File: src/rtl/bpa_pkg.sv
package bpa_pkg;
    localparam int unsigned DEF_SLICE_W = 8;
    localparam int unsigned DEF_SLICES  = 4;

    // Total number of register stages a problem crosses from input to output.
    function automatic int unsigned pipe_latency(input int unsigned slices);
        return slices;
    endfunction
endpackage

File: src/rtl/bpa_delay.sv
module bpa_delay #(
    parameter int W     = 8,
    parameter int DEPTH = 1
) (
    input  logic         clk,
    input  logic         rst_n,
    input  logic [W-1:0] d,
    output logic [W-1:0] q
);
    generate
        if (DEPTH == 0) begin : g_wire
            assign q = d;
        end else begin : g_regs
            logic [W-1:0] stage_q [DEPTH];
            always_ff @(posedge clk or negedge rst_n) begin
                if (!rst_n) begin
                    for (int i = 0; i < DEPTH; i++) stage_q[i] <= '0;
                end else begin
                    stage_q[0] <= d;
                    for (int i = 1; i < DEPTH; i++) stage_q[i] <= stage_q[i-1];
                end
            end
            assign q = stage_q[DEPTH-1];
        end
    endgenerate
endmodule

File: src/rtl/bpa_slice.sv
module bpa_slice #(
    parameter int W = 8
) (
    input  logic         clk,
    input  logic         rst_n,
    input  logic [W-1:0] a,
    input  logic [W-1:0] b,
    input  logic         cin,
    output logic [W-1:0] sum_q,
    output logic         cout_q
);
    logic [W:0] total;

    always_comb begin
        total = {1'b0, a} + {1'b0, b} + {{W{1'b0}}, cin};
    end

    always_ff @(posedge clk or negedge rst_n) begin
        if (!rst_n) begin
            sum_q  <= '0;
            cout_q <= 1'b0;
        end else begin
            sum_q  <= total[W-1:0];
            cout_q <= total[W];
        end
    end
endmodule

File: src/rtl/byte_pipe_adder.sv
module byte_pipe_adder
    import bpa_pkg::*;
#(
    parameter  int SLICE_W = DEF_SLICE_W,
    parameter  int SLICES  = DEF_SLICES,
    localparam int WIDTH   = SLICE_W * SLICES
) (
    input  logic             clk,
    input  logic             rst_n,
    input  logic             in_valid,
    input  logic [WIDTH-1:0] in_a,
    input  logic [WIDTH-1:0] in_b,
    input  logic             in_cin,
    output logic             out_valid,
    output logic [WIDTH-1:0] out_sum,
    output logic             out_cout
);
    localparam int LAT = pipe_latency(SLICES);

    logic [SLICES-1:0]              carry_q;
    logic [SLICES-1:0][SLICE_W-1:0] sum_raw;
    logic [SLICES-1:0][SLICE_W-1:0] sum_aligned;

    generate
        for (genvar k = 0; k < SLICES; k++) begin : g_slice
            logic [2*SLICE_W-1:0] opnd;
            logic                 cin_k;

            // Entry skew: byte k waits k clocks for the carry from below.
            bpa_delay #(.W(2*SLICE_W), .DEPTH(k)) u_skew (
                .clk   (clk),
                .rst_n (rst_n),
                .d     ({in_a[k*SLICE_W +: SLICE_W], in_b[k*SLICE_W +: SLICE_W]}),
                .q     (opnd)
            );

            if (k == 0) begin : g_lsb
                assign cin_k = in_cin;
            end else begin : g_upper
                assign cin_k = carry_q[k-1];
            end

            bpa_slice #(.W(SLICE_W)) u_add (
                .clk    (clk),
                .rst_n  (rst_n),
                .a      (opnd[2*SLICE_W-1:SLICE_W]),
                .b      (opnd[SLICE_W-1:0]),
                .cin    (cin_k),
                .sum_q  (sum_raw[k]),
                .cout_q (carry_q[k])
            );

            // Exit deskew: lower bytes wait for the top slice to finish.
            bpa_delay #(.W(SLICE_W), .DEPTH(SLICES-1-k)) u_deskew (
                .clk   (clk),
                .rst_n (rst_n),
                .d     (sum_raw[k]),
                .q     (sum_aligned[k])
            );
        end
    endgenerate

    bpa_delay #(.W(1), .DEPTH(LAT)) u_valid (
        .clk   (clk),
        .rst_n (rst_n),
        .d     (in_valid),
        .q     (out_valid)
    );

    assign out_sum  = sum_aligned;
    assign out_cout = carry_q[SLICES-1];
endmodule

File: config.mk
export PLATFORM = sky130hd
export DESIGN_NAME = byte_pipe_adder
export DESIGN_NICKNAME = d
export VERILOG_FILES = /design/src/rtl/bpa_pkg.sv /design/src/rtl/bpa_delay.sv /design/src/rtl/bpa_slice.sv /design/src/rtl/byte_pipe_adder.sv
export SDC_FILE = /design/constraint.sdc
export NUM_CORES = 1
export LEC_CHECK = 0
export ABC_AREA = 1
export BUFFER_PORTS_ARGS = -buffer_cell sky130_fd_sc_hd__buf_4
export CORE_ASPECT_RATIO = 0.8
export CORE_MARGIN = 2
export CORE_UTILIZATION = 45
export DETAILED_ROUTE_END_ITERATION = 8
export PLACE_DENSITY_LB_ADDON = 0.3
export SKIP_LAST_GASP = 1
export SLEW_MARGIN = 15
export SYNTH_ARGS = -nofsm -noshare
export SYNTH_HDL_FRONTEND = slang
export SYNTH_SLANG_ARGS = --single-unit
File: constraint.sdc
create_clock -name clk -period 2.25 [get_ports clk]
set_input_delay 0.45 -clock clk [delete_from_list [all_inputs] [get_ports clk]]
set_output_delay 0.45 -clock clk [all_outputs]
set_load 0.01 [all_outputs]
==> results.toml, run 1 <==
[outcome]
outcome = "completed"

[global_routing]
grt_first_pass_wirelength_mm = 15.1
grt_start_max_net_pins = 69
grt-ovfl-total = 0
grt_pass1_vias = 3490
gr-usage-all-layers = 0.137
antenna_found_initial = 1

[die]
dieWidth_um = 135
num_io_pins = 102
dieArea_um2 = 14700
rows = 38
chipHeight_um = 109
core_area_um2 = 13500
initial_utilization = 0.457

[logic_synthesis]
synth_top_flop_cell = "dfrtp_1"
synthMuxAreaShare = 0
syn-num-nets = 544
synth_area_per_cell_um2 = 14.0
synth_xor_area_frac = 0.0170
synth_fa_ha_area_frac = 0.0827
synthArstFlopShare = 1.00
synth_area_leaders = "dfrtp_1, nand2_1, ha_1, fa_1, inv_1"
synth_cell_types = 17
synth-edff-count = 0
synth_compound_area_frac = 0.00973
ys_ff_latch = 184
synth_top_family_by_area = "simple AND/OR/NAND/NOR gates"
synth_warnings = 0
netlist_instances = 440
yosysMostFrequentCell = "dfrtp_1"
yosysSeqAreaShare = 0.746
synthSimpleGateAreaFrac = 0.102
netlist_area_um2 = 6170
synth_top_area_frac = 0.746
synth_common_cells = "dfrtp_1, nand2_1, inv_1, ha_1, buf_4"
yosysTopAreaCell = "dfrtp_1"

[power]
switching_share = 0.237
switching_power_w = 0.00172
intPower_w = 0.00553
p_leak_nw = 3.85
p_per_area_nw_per_um2 = 946
comb_power_share = 0.109
ir_drop_mv = 0.577
clkPwrFrac = 0.367
seqPwrFrac = 0.524

[route]
drt-wirelength-per-cell_um = 12.1
drc = 0
vias = 3270
drt_iter0_drc = 182
drt-pass1-iter-count = 7
drtAntennaViolNets = 0
wl_mm = 8.95
viasPerCell = 4.41

[final_layout]
synthToLayoutAreaGrowth_pct = 24.0
antenna_cells = 0
n_fill_cell = 1057
final_cells = 742
layout.nets = 653
drive_gt1_frac = 0.263
fin_util = 0.567

[clock_tree]
cts_hold_buf = 0
root_buffer = "clkbuf_16"
clk_pin_slew_worst_paths_ns = 0.06
h-tree-depth = 4
clockBufferDepth = 2
cts_inserted_buffers = 17
post_cts_resized = 0
postCtsSetupBuffers = 0
cts.sinks = 184
cts_tree = "done"
clkLatencyLatePin_ns = 0.41

[timing]
finalSetupTns_ns = 0
timing_hold_violations_final = 0
fin_crit_ns = 1.85
period_share = 0.820
fmax_mhz = 542
relSlewSlack = 0.631
finClkSkew_ns = 0.00566
worst_pin_slew_ns = 0.553
drv_slew = 0
final-setup-viol-count = 0
rsz0062_at_grt = "no"

[worst_setup_path]
path_max_fanout = 2
worstPathArrival_ns = 2.15
crit_start = "g_slice[3].u_skew.q[0]"
critPathKind = "reg -> reg"
critPathCaptureType = "flop"
cp-start-kind = "flop"
r2r_cells = 8
critPathRequiredTime_ns = 2.55
r2r-start = "g_slice[3].u_skew.q[0]"

[place]
io_buffers = 101
dpl.hpwl_mm = 6.41
place_inst = 710
place_congestion = 0.805

[job]
maxCapViolations = 0

[worst_hold_path]
hold_path_class = "in -> async"
==> state kept, by name (all words and copies together), names as in the netlist <==
signal and count:
g_slice.u_skew.q 48, g_slice.u_skew.g_regs.stage_q 48, g_slice.u_add.sum_q 32, g_slice.u_deskew.g_regs.stage_q 24, g_slice.u_deskew.q 24, g_slice.u_add.cout_q 4
u_valid.g_regs.stage_q 3, u_valid.q 1
==> placed cells by master (no fill, tap or decap) <==
cell type | netlist | final
nand3_2 | 3 | 3
buf_4 | 16 | 102
clkinv_2 | 0 | 2
a21oi_1 | 12 | 12
or2_1 | 2 | 2
buf_12 | 0 | 3
clkinv_4 | 0 | 2
inv_6 | 0 | 4
nor2_2 | 3 | 3
nand2_2 | 3 | 3
clkbuf_1 | 0 | 2
clkinvlp_4 | 0 | 4
xnor2_1 | 5 | 5
clkbuf_16 | 0 | 17
nand3b_1 | 7 | 7
nand2_1 | 99 | 99
inv_1 | 38 | 38
dfrtp_1 | 184 | 184
ha_1 | 28 | 28
nand3_1 | 14 | 14
xor2_1 | 7 | 7
nor2_1 | 8 | 8
fa_1 | 8 | 8
clkbuf_8 | 0 | 2
or2_4 | 3 | 3
==> path summary, 6_finish.rpt <==
path	end	slack, ns
worst max-delay path	g_slice[3].u_add.cout_q	0.40
worst min-delay path	g_slice[2].u_add.sum_q[7]	0.04
worst max register to register	g_slice[3].u_add.cout_q	0.40
worst min register to register	g_slice[2].u_skew.q[3]	0.34
max in group asynchronous	g_slice[0].u_deskew.q[0]	1.59
min in group clk	g_slice[1].u_skew.q[12]	0.14
==> power by group through the flow <==
stage	Clock, W	Sequential, W	Combinational [W]
floorplan	0	0.00386	0.000421
global placement	0	0.00385	0.000780
detailed placement	0	0.00387	0.000805
CTS	0.00276	0.00381	0.000808
global route	0.00292	0.00384	0.000897
finish	0.00266	0.00380	0.000792
==> worst max-delay path, stage by stage (launching register included) <==
cell and delay, ns:
dfrtp_1 0.38, fa_1 0.46, fa_1 0.43, nand2_1 0.08, nand2_1 0.08, nand3b_1 0.12, nand2_1 0.08, nand2_1 0.06
nand2_1 0.04
==> cells by family (layout without fill, tap and decap cells) <==
logic type | count (synthesis) | count (layout)
flip-flops | 184 | 184
AND/OR/NAND/NOR | 142 | 142
buffers and inverters | 54 | 176
adder cells (fa/ha/maj) | 36 | 36
AO/OA/AOI/OAI | 12 | 12
XOR/XNOR | 12 | 12
==> layer usage <==
layer | wire [µm] | share of wire | track usage | vias to the layer above
met5 | 0 | 0 | 0 | -
met4 | 154 | 0.017 | 0.0610 | 0
met3 | 633 | 0.071 | 0.0586 | 15
met2 | 4520 | 0.50 | 0.231 | 85
met1 | 3650 | 0.41 | 0.154 | 1604
li1 | - | - | - | 1566
==> metrics by stage <==
stage	hold WS [ns]	cell area (µm²)	power, W	setup WS (ns)
after floorplan	0.154	6170	0.00428	0.468
after global placement	0.333	7120	0.00463	0.277
after detailed placement	0.335	7120	0.00467	0.229
after CTS	0.0430	7660	0.00737	0.388
after global routing	0.0629	7660	0.00765	0.240
final	0.0394	7660	0.00725	0.405
==> area by class of cell <==
class                      instances  area [µm²]  area share
clock buffer                      20         447      0.0583
clock inverter                    12        92.6      0.0121
timing repair buffer             106         840       0.110
multi-input combinational        202        1310       0.171
inverter                          38         143      0.0186
sequential                       184        4600       0.601
tap                              180         225      0.0294
No activity file was read; power rests on OpenSTA's default activity.
==> run 2, diff against run 1 <==
- clock period: 2.25 -> 1.8 ns (I/O delays scaled with it)
==> run 2 against run 1 <==
  * Final cell count up 0.81%
  * Fmax up 6.5%
  * Setup slack worse by 0.34 ns
  * Critical path type unchanged
  * First-iteration DRC count up 3.8%
  * Critical endpoint is now g_slice[2].u_add.cout_q
==> results.toml, run 2 (same netlist as run 1, synthesis figures left out) <==
[outcome]
outcome = "completed"

[die]
rows = 38
chipHeight_um = 109
initial_utilization = 0.457
dieArea_um2 = 14700
core_area_um2 = 13500
dieWidth_um = 135
num_io_pins = 102

[worst_setup_path]
slowest_delay_ns = 0.43
crit_slowest_cell = "fa_2"
critPathCaptureType = "flop"
cp_cell_sequence = "fa_2 -> fa_2 -> nand2_1 -> nand2_1 -> nand3b_1 -> nand2_1 -> nand2_1 -> nand2_1"
r2r_slack_ns = 0.07
path_max_fanout = 2
worstPathArrival_ns = 2.04
cp-start-kind = "flop"
critPathRequiredTime_ns = 2.10
path_buf_inv = 0
cp_top_family = "adder cells"
crit_top_cell = "nand2_1"
critPathKind = "reg -> reg"

[final_layout]
synthToLayoutAreaGrowth_pct = 25.5
fin_util = 0.574
antenna_cells = 0
layout_common_cells = "dfrtp_1, buf_4, nand2_1, inv_1, ha_1"
final_common_cell = "dfrtp_1"
drive_gt1_frac = 0.287
layout.nets = 659

[clock_tree]
clkLatencyLatePin_ns = 0.42
cts_inserted_buffers = 17
h-tree-depth = 4
cts_tree = "done"
clk_pin_slew_worst_paths_ns = 0.07
clockBufferDepth = 2
cts.sinks = 184
root_buffer = "clkbuf_16"

[job]
maxCapViolations = 0

[timing]
period_share = 0.963
finClkSkew_ns = 0.00784
worst_pin_slew_ns = 0.384
relSlewSlack = 0.744
timing_hold_violations_final = 0
fmax_mhz = 577
rsz0062_at_grt = "yes"
fin_crit_ns = 1.73
final-setup-viol-count = 0
drv_slew = 0
worst_hold_slack_ns = 0.0422

[place]
place_congestion = 0.848
dpl.hpwl_mm = 6.42
io_buffers = 101

[global_routing]
grt_start_max_net_pins = 55
grt-ovfl-total = 0
antenna_found_initial = 0
grt_pass1_vias = 3301
gr-usage-all-layers = 0.142
grt_first_pass_wirelength_mm = 15.6

[route]
drt-pass1-iter-count = 4
vias = 3280
drt-wirelength-per-cell_um = 12.2
drt_iter0_drc = 189
drc = 0
viasPerCell = 4.39
drtAntennaViolNets = 0
wl_mm = 9.13

[power]
ir_drop_mv = 0.691
p_leak_nw = 3.90
p_per_area_nw_per_um2 = 1200

[worst_hold_path]
hold_path_class = "in -> reg"
## run 2: area by class of cell
type,instances,area [µm²]
inverter,38,143
fill,1073,5760
clock inverter,14,135
clock buffer,18,439
timing repair buffer,112,875
sequential,184,4600
tap,180,225
multi-input combinational,202,1330
## run 2: repair_timing
action                                  CTS  global route
endpoints found under the setup margin    4             6
hold buffers                              1             0
endpoints found under the hold margin    41             0
pin swaps                                 0             3
gates resized for setup                   2             6
setup buffers                             0             0
## run 2: path summary, 6_finish.rpt
path / startpoint / endpoint / cells past startpoint
max in group asynchronous: rst_n / g_slice[3].u_skew.g_regs.stage_q[25] / 3
hold / removal: in_b[15] / g_slice[1].u_skew.q[7] / 1
hold reg to reg: g_slice[0].u_deskew.g_regs.stage_q[20] / g_slice[0].u_deskew.g_regs.stage_q[12] / 0
setup / recovery: g_slice[1].u_add.cout_q / g_slice[2].u_add.cout_q / 8
setup reg to reg: g_slice[1].u_add.cout_q / g_slice[2].u_add.cout_q / 8
min in group asynchronous: rst_n / g_slice[2].u_deskew.q[5] / 2
## run 2: power breakdown
group          total [W]  switching, W  internal, W  leakage (nW)
Clock            0.00354       0.00156      0.00198         0.283
Combinational    0.00101      0.000515     0.000499          1.46
Sequential       0.00475      0.000143      0.00461          2.16
## run 2: per-stage QoR
stage | instance area, µm² | instances | total power (W) | setup TNS (ns) | setup slack [ns]
finish | 7750 | 748 | 0.00930 | 0 | 0.0664
global route | 7750 | 748 | 0.00978 | -0.0866 | -0.0391
CTS | 7730 | 748 | 0.00943 | 0 | 0.00425
detailed placement | 7140 | 715 | 0.00585 | -0.351 | -0.141
global placement | 7140 | 715 | 0.00580 | -0.143 | -0.0683
floorplan | 6170 | 440 | 0.00535 | 0 | 0.0971
## run 2: layer usage
metal / vias up / global-route usage / part of all wire
li1: 1586 / - / -
met1: 1595 / 0.179 / 0.44
met2: 91 / 0.220 / 0.49
met3: 8 / 0.0567 / 0.061
met4: 0 / 0.0640 / 0.012
met5: - / 0 / 0
## run 2: worst reg2reg max path: cells and delay by family, from the launching register on
family	cells	cell delay, ns
flops	1	0.40
simple gates	6	0.44
fa+ha+maj	2	0.78
==> run 3, diff against run 2 <==
- SETUP_SLACK_MARGIN: unset -> 0.4
==> run 3 against run 2 <==
  * Clock skew about the same
  * Sequential share of layout area down 0.87 points
  * Hold slack worse by 0.0074 ns
  * Setup slack worse by 0.012 ns
  * First-iteration DRC count is 11% lower
  * Final cell count is 0.13% lower
  * Critical path type unchanged
  * Highest routed layer unchanged
==> results.toml, run 3 (same netlist as run 1, synthesis figures left out) <==
[outcome]
outcome = "completed"

[place]
placement.cell_area_um2 = 7130
dpl.hpwl_mm = 6.33
place_congestion = 0.833
io_buffers = 101

[worst_hold_path]
whs_path_depth = 1
hp-start = "in_b[22]"
hold_path_class = "in -> reg"
hold-path-endpoint = "g_slice[2].u_skew.g_regs.stage_q[22]"

[route]
drt-pass1-iter-count = 6
wl_met1_mm = 3.98
drt_iter0_drc = 169
met3WireLength_um = 613
viasPerCell = 4.37
wl_met2_mm = 4.55
wl_mm = 9.27
drtAntennaViolNets = 0
top_layer = "met4"
vias = 3263
drt-wirelength-per-cell_um = 12.4
drc = 0

[die]
chipHeight_um = 109
core_area_um2 = 13500
dieArea_um2 = 14700
rows = 38
initial_utilization = 0.457
dieWidth_um = 135
num_io_pins = 102

[clock_tree]
root_buffer = "clkbuf_16"
clkLatencyLatePin_ns = 0.43
clk_pin_slew_worst_paths_ns = 0.07
h-tree-depth = 4
clockBufferDepth = 2
cts.sinks = 184
cts_tree = "done"
cts_inserted_buffers = 17

[worst_setup_path]
critPathCaptureType = "flop"
r2r_slack_ns = 0.05
critPathRequiredTime_ns = 2.11
crit_top_cell = "nand2_1"
slowest_delay_ns = 0.42
cp_cell_sequence = "fa_2 -> fa_2 -> nand2_1 -> nand2_1 -> nand3b_1 -> nand2_2 -> nand2_1 -> nand2_1"
cp-start-kind = "flop"
cp_top_family = "adder cells"
regToRegEndpoint = "g_slice[2].u_add.cout_q"
crit_slowest_cell = "fa_2"
path_buf_inv = 0
path_max_fanout = 2
worstPathArrival_ns = 2.06
critPathKind = "reg -> reg"
r2r-start = "g_slice[2].u_skew.q[0]"
r2r_cells = 8

[timing]
final-setup-viol-count = 0
finClkSkew_ns = 0.00802
period_share = 0.970
timing_hold_violations_final = 0
relSlewSlack = 0.661
drv_slew = 0
fmax_mhz = 573
fin_crit_ns = 1.75
worst_pin_slew_ns = 0.508
rsz0062_at_grt = "yes"

[power]
switching_share = 0.244
clkPwrFrac = 0.373
p_leak_nw = 3.92
seqPwrFrac = 0.512
switching_power_w = 0.00226
ir_drop_mv = 0.669
total_power_w = 0.00928
comb_power_share = 0.115
p_per_area_nw_per_um2 = 1180
intPower_w = 0.00701

[global_routing]
grt_pass1_vias = 3385
gr-usage-all-layers = 0.143
antenna_found_initial = 0
grt-ovfl-total = 0
grt_start_max_net_pins = 64
grt_first_pass_wirelength_mm = 15.5

[final_layout]
final_area_um2 = 7860
final_common_cell = "dfrtp_1"
antenna_cells = 0
seqCellArea_um2 = 4600
n_fill_cell = 1075
synthToLayoutAreaGrowth_pct = 27.4
layout.nets = 658
layout_common_cells = "dfrtp_1, buf_4, nand2_1, inv_1, ha_1"
multi_input_area_um2 = 1460
drive_gt1_frac = 0.325
fin_util = 0.582

[job]
maxCapViolations = 0
-- run 3: cell count changes in the layout (fill, tap and decap cells not counted), sizes merged --
cell    before  now
buf        110  109
bufinv       1    0
clkbuf      19   20
clkinv       4    5
inv         46   45
-- run 3: worst max path at each step --
stage / cells after the start / endpoint / from
2_1_floorplan: 8 / g_slice[2].u_add.cout_q / g_slice[2].u_skew.q[0]
3_3_place_gp: 9 / g_slice[0].u_add.cout_q / in_cin
3_5_place_dp: 9 / g_slice[0].u_add.cout_q / in_cin
4_1_cts: 8 / g_slice[3].u_add.cout_q / g_slice[3].u_skew.q[0]
5_1_grt: 8 / g_slice[2].u_add.cout_q / g_slice[2].u_skew.q[0]
6_report: 8 / g_slice[2].u_add.cout_q / g_slice[2].u_skew.q[0]
-- run 3: worst reg2reg max path, delay by kind of cell (launching register included) --
| kind | cells | cell delay (ns) |
|---|---|---|
| fa+ha+maj | 2 | 0.78 |
| flops | 1 | 0.39 |
| simple gates | 6 | 0.48 |
-- run 3: what timing repair did --
item | 4_1_cts | 5_1_grt
endpoints found under the setup margin | 16 | 23
buffers inserted | 1 | 2
hold buffers | 1 | 0
resized for setup | 5 | 22
endpoints found under the hold margin | 57 | 0
pin swaps | 6 | 6
-- run 3: through the flow --
step	worst slack (ns)	hold WS, ns	TNS [ns]	std cells
finish	0.0547	0.0348	0	747
global route	-0.0150	0.00224	-0.0215	747
CTS	0.0774	0.00747	0	745
detailed placement	-0.00218	0.335	-0.00218	711
global placement	0.0125	0.332	0	711
floorplan	0.202	0.0644	0	440
-- run 3: power groups by stage --
stage / combinational, W / clock [W] / sequential [W]
after global placement: 0.000978 / 0 / 0.00482
after CTS: 0.00102 / 0.00359 / 0.00475
final: 0.00107 / 0.00346 / 0.00475
after detailed placement: 0.00101 / 0 / 0.00483
after floorplan: 0.000531 / 0 / 0.00482
after global routing: 0.00120 / 0.00380 / 0.00479
-- run 3: area by class of cell --
type | instances | area share
clock inverters | 13 | 0.0142
repair buffers | 111 | 0.110
multi-input cells | 202 | 0.186
inverters | 38 | 0.0181
well taps | 180 | 0.0286
flip-flops and latches | 184 | 0.586
clock buffers | 19 | 0.0576
-- run 3: per-layer routing --
layer  up-vias  global-route usage
met5         -                   0
met1      1576               0.176
li1       1580                   -
met4         0              0.0655
met2        91               0.220
met3        16              0.0646
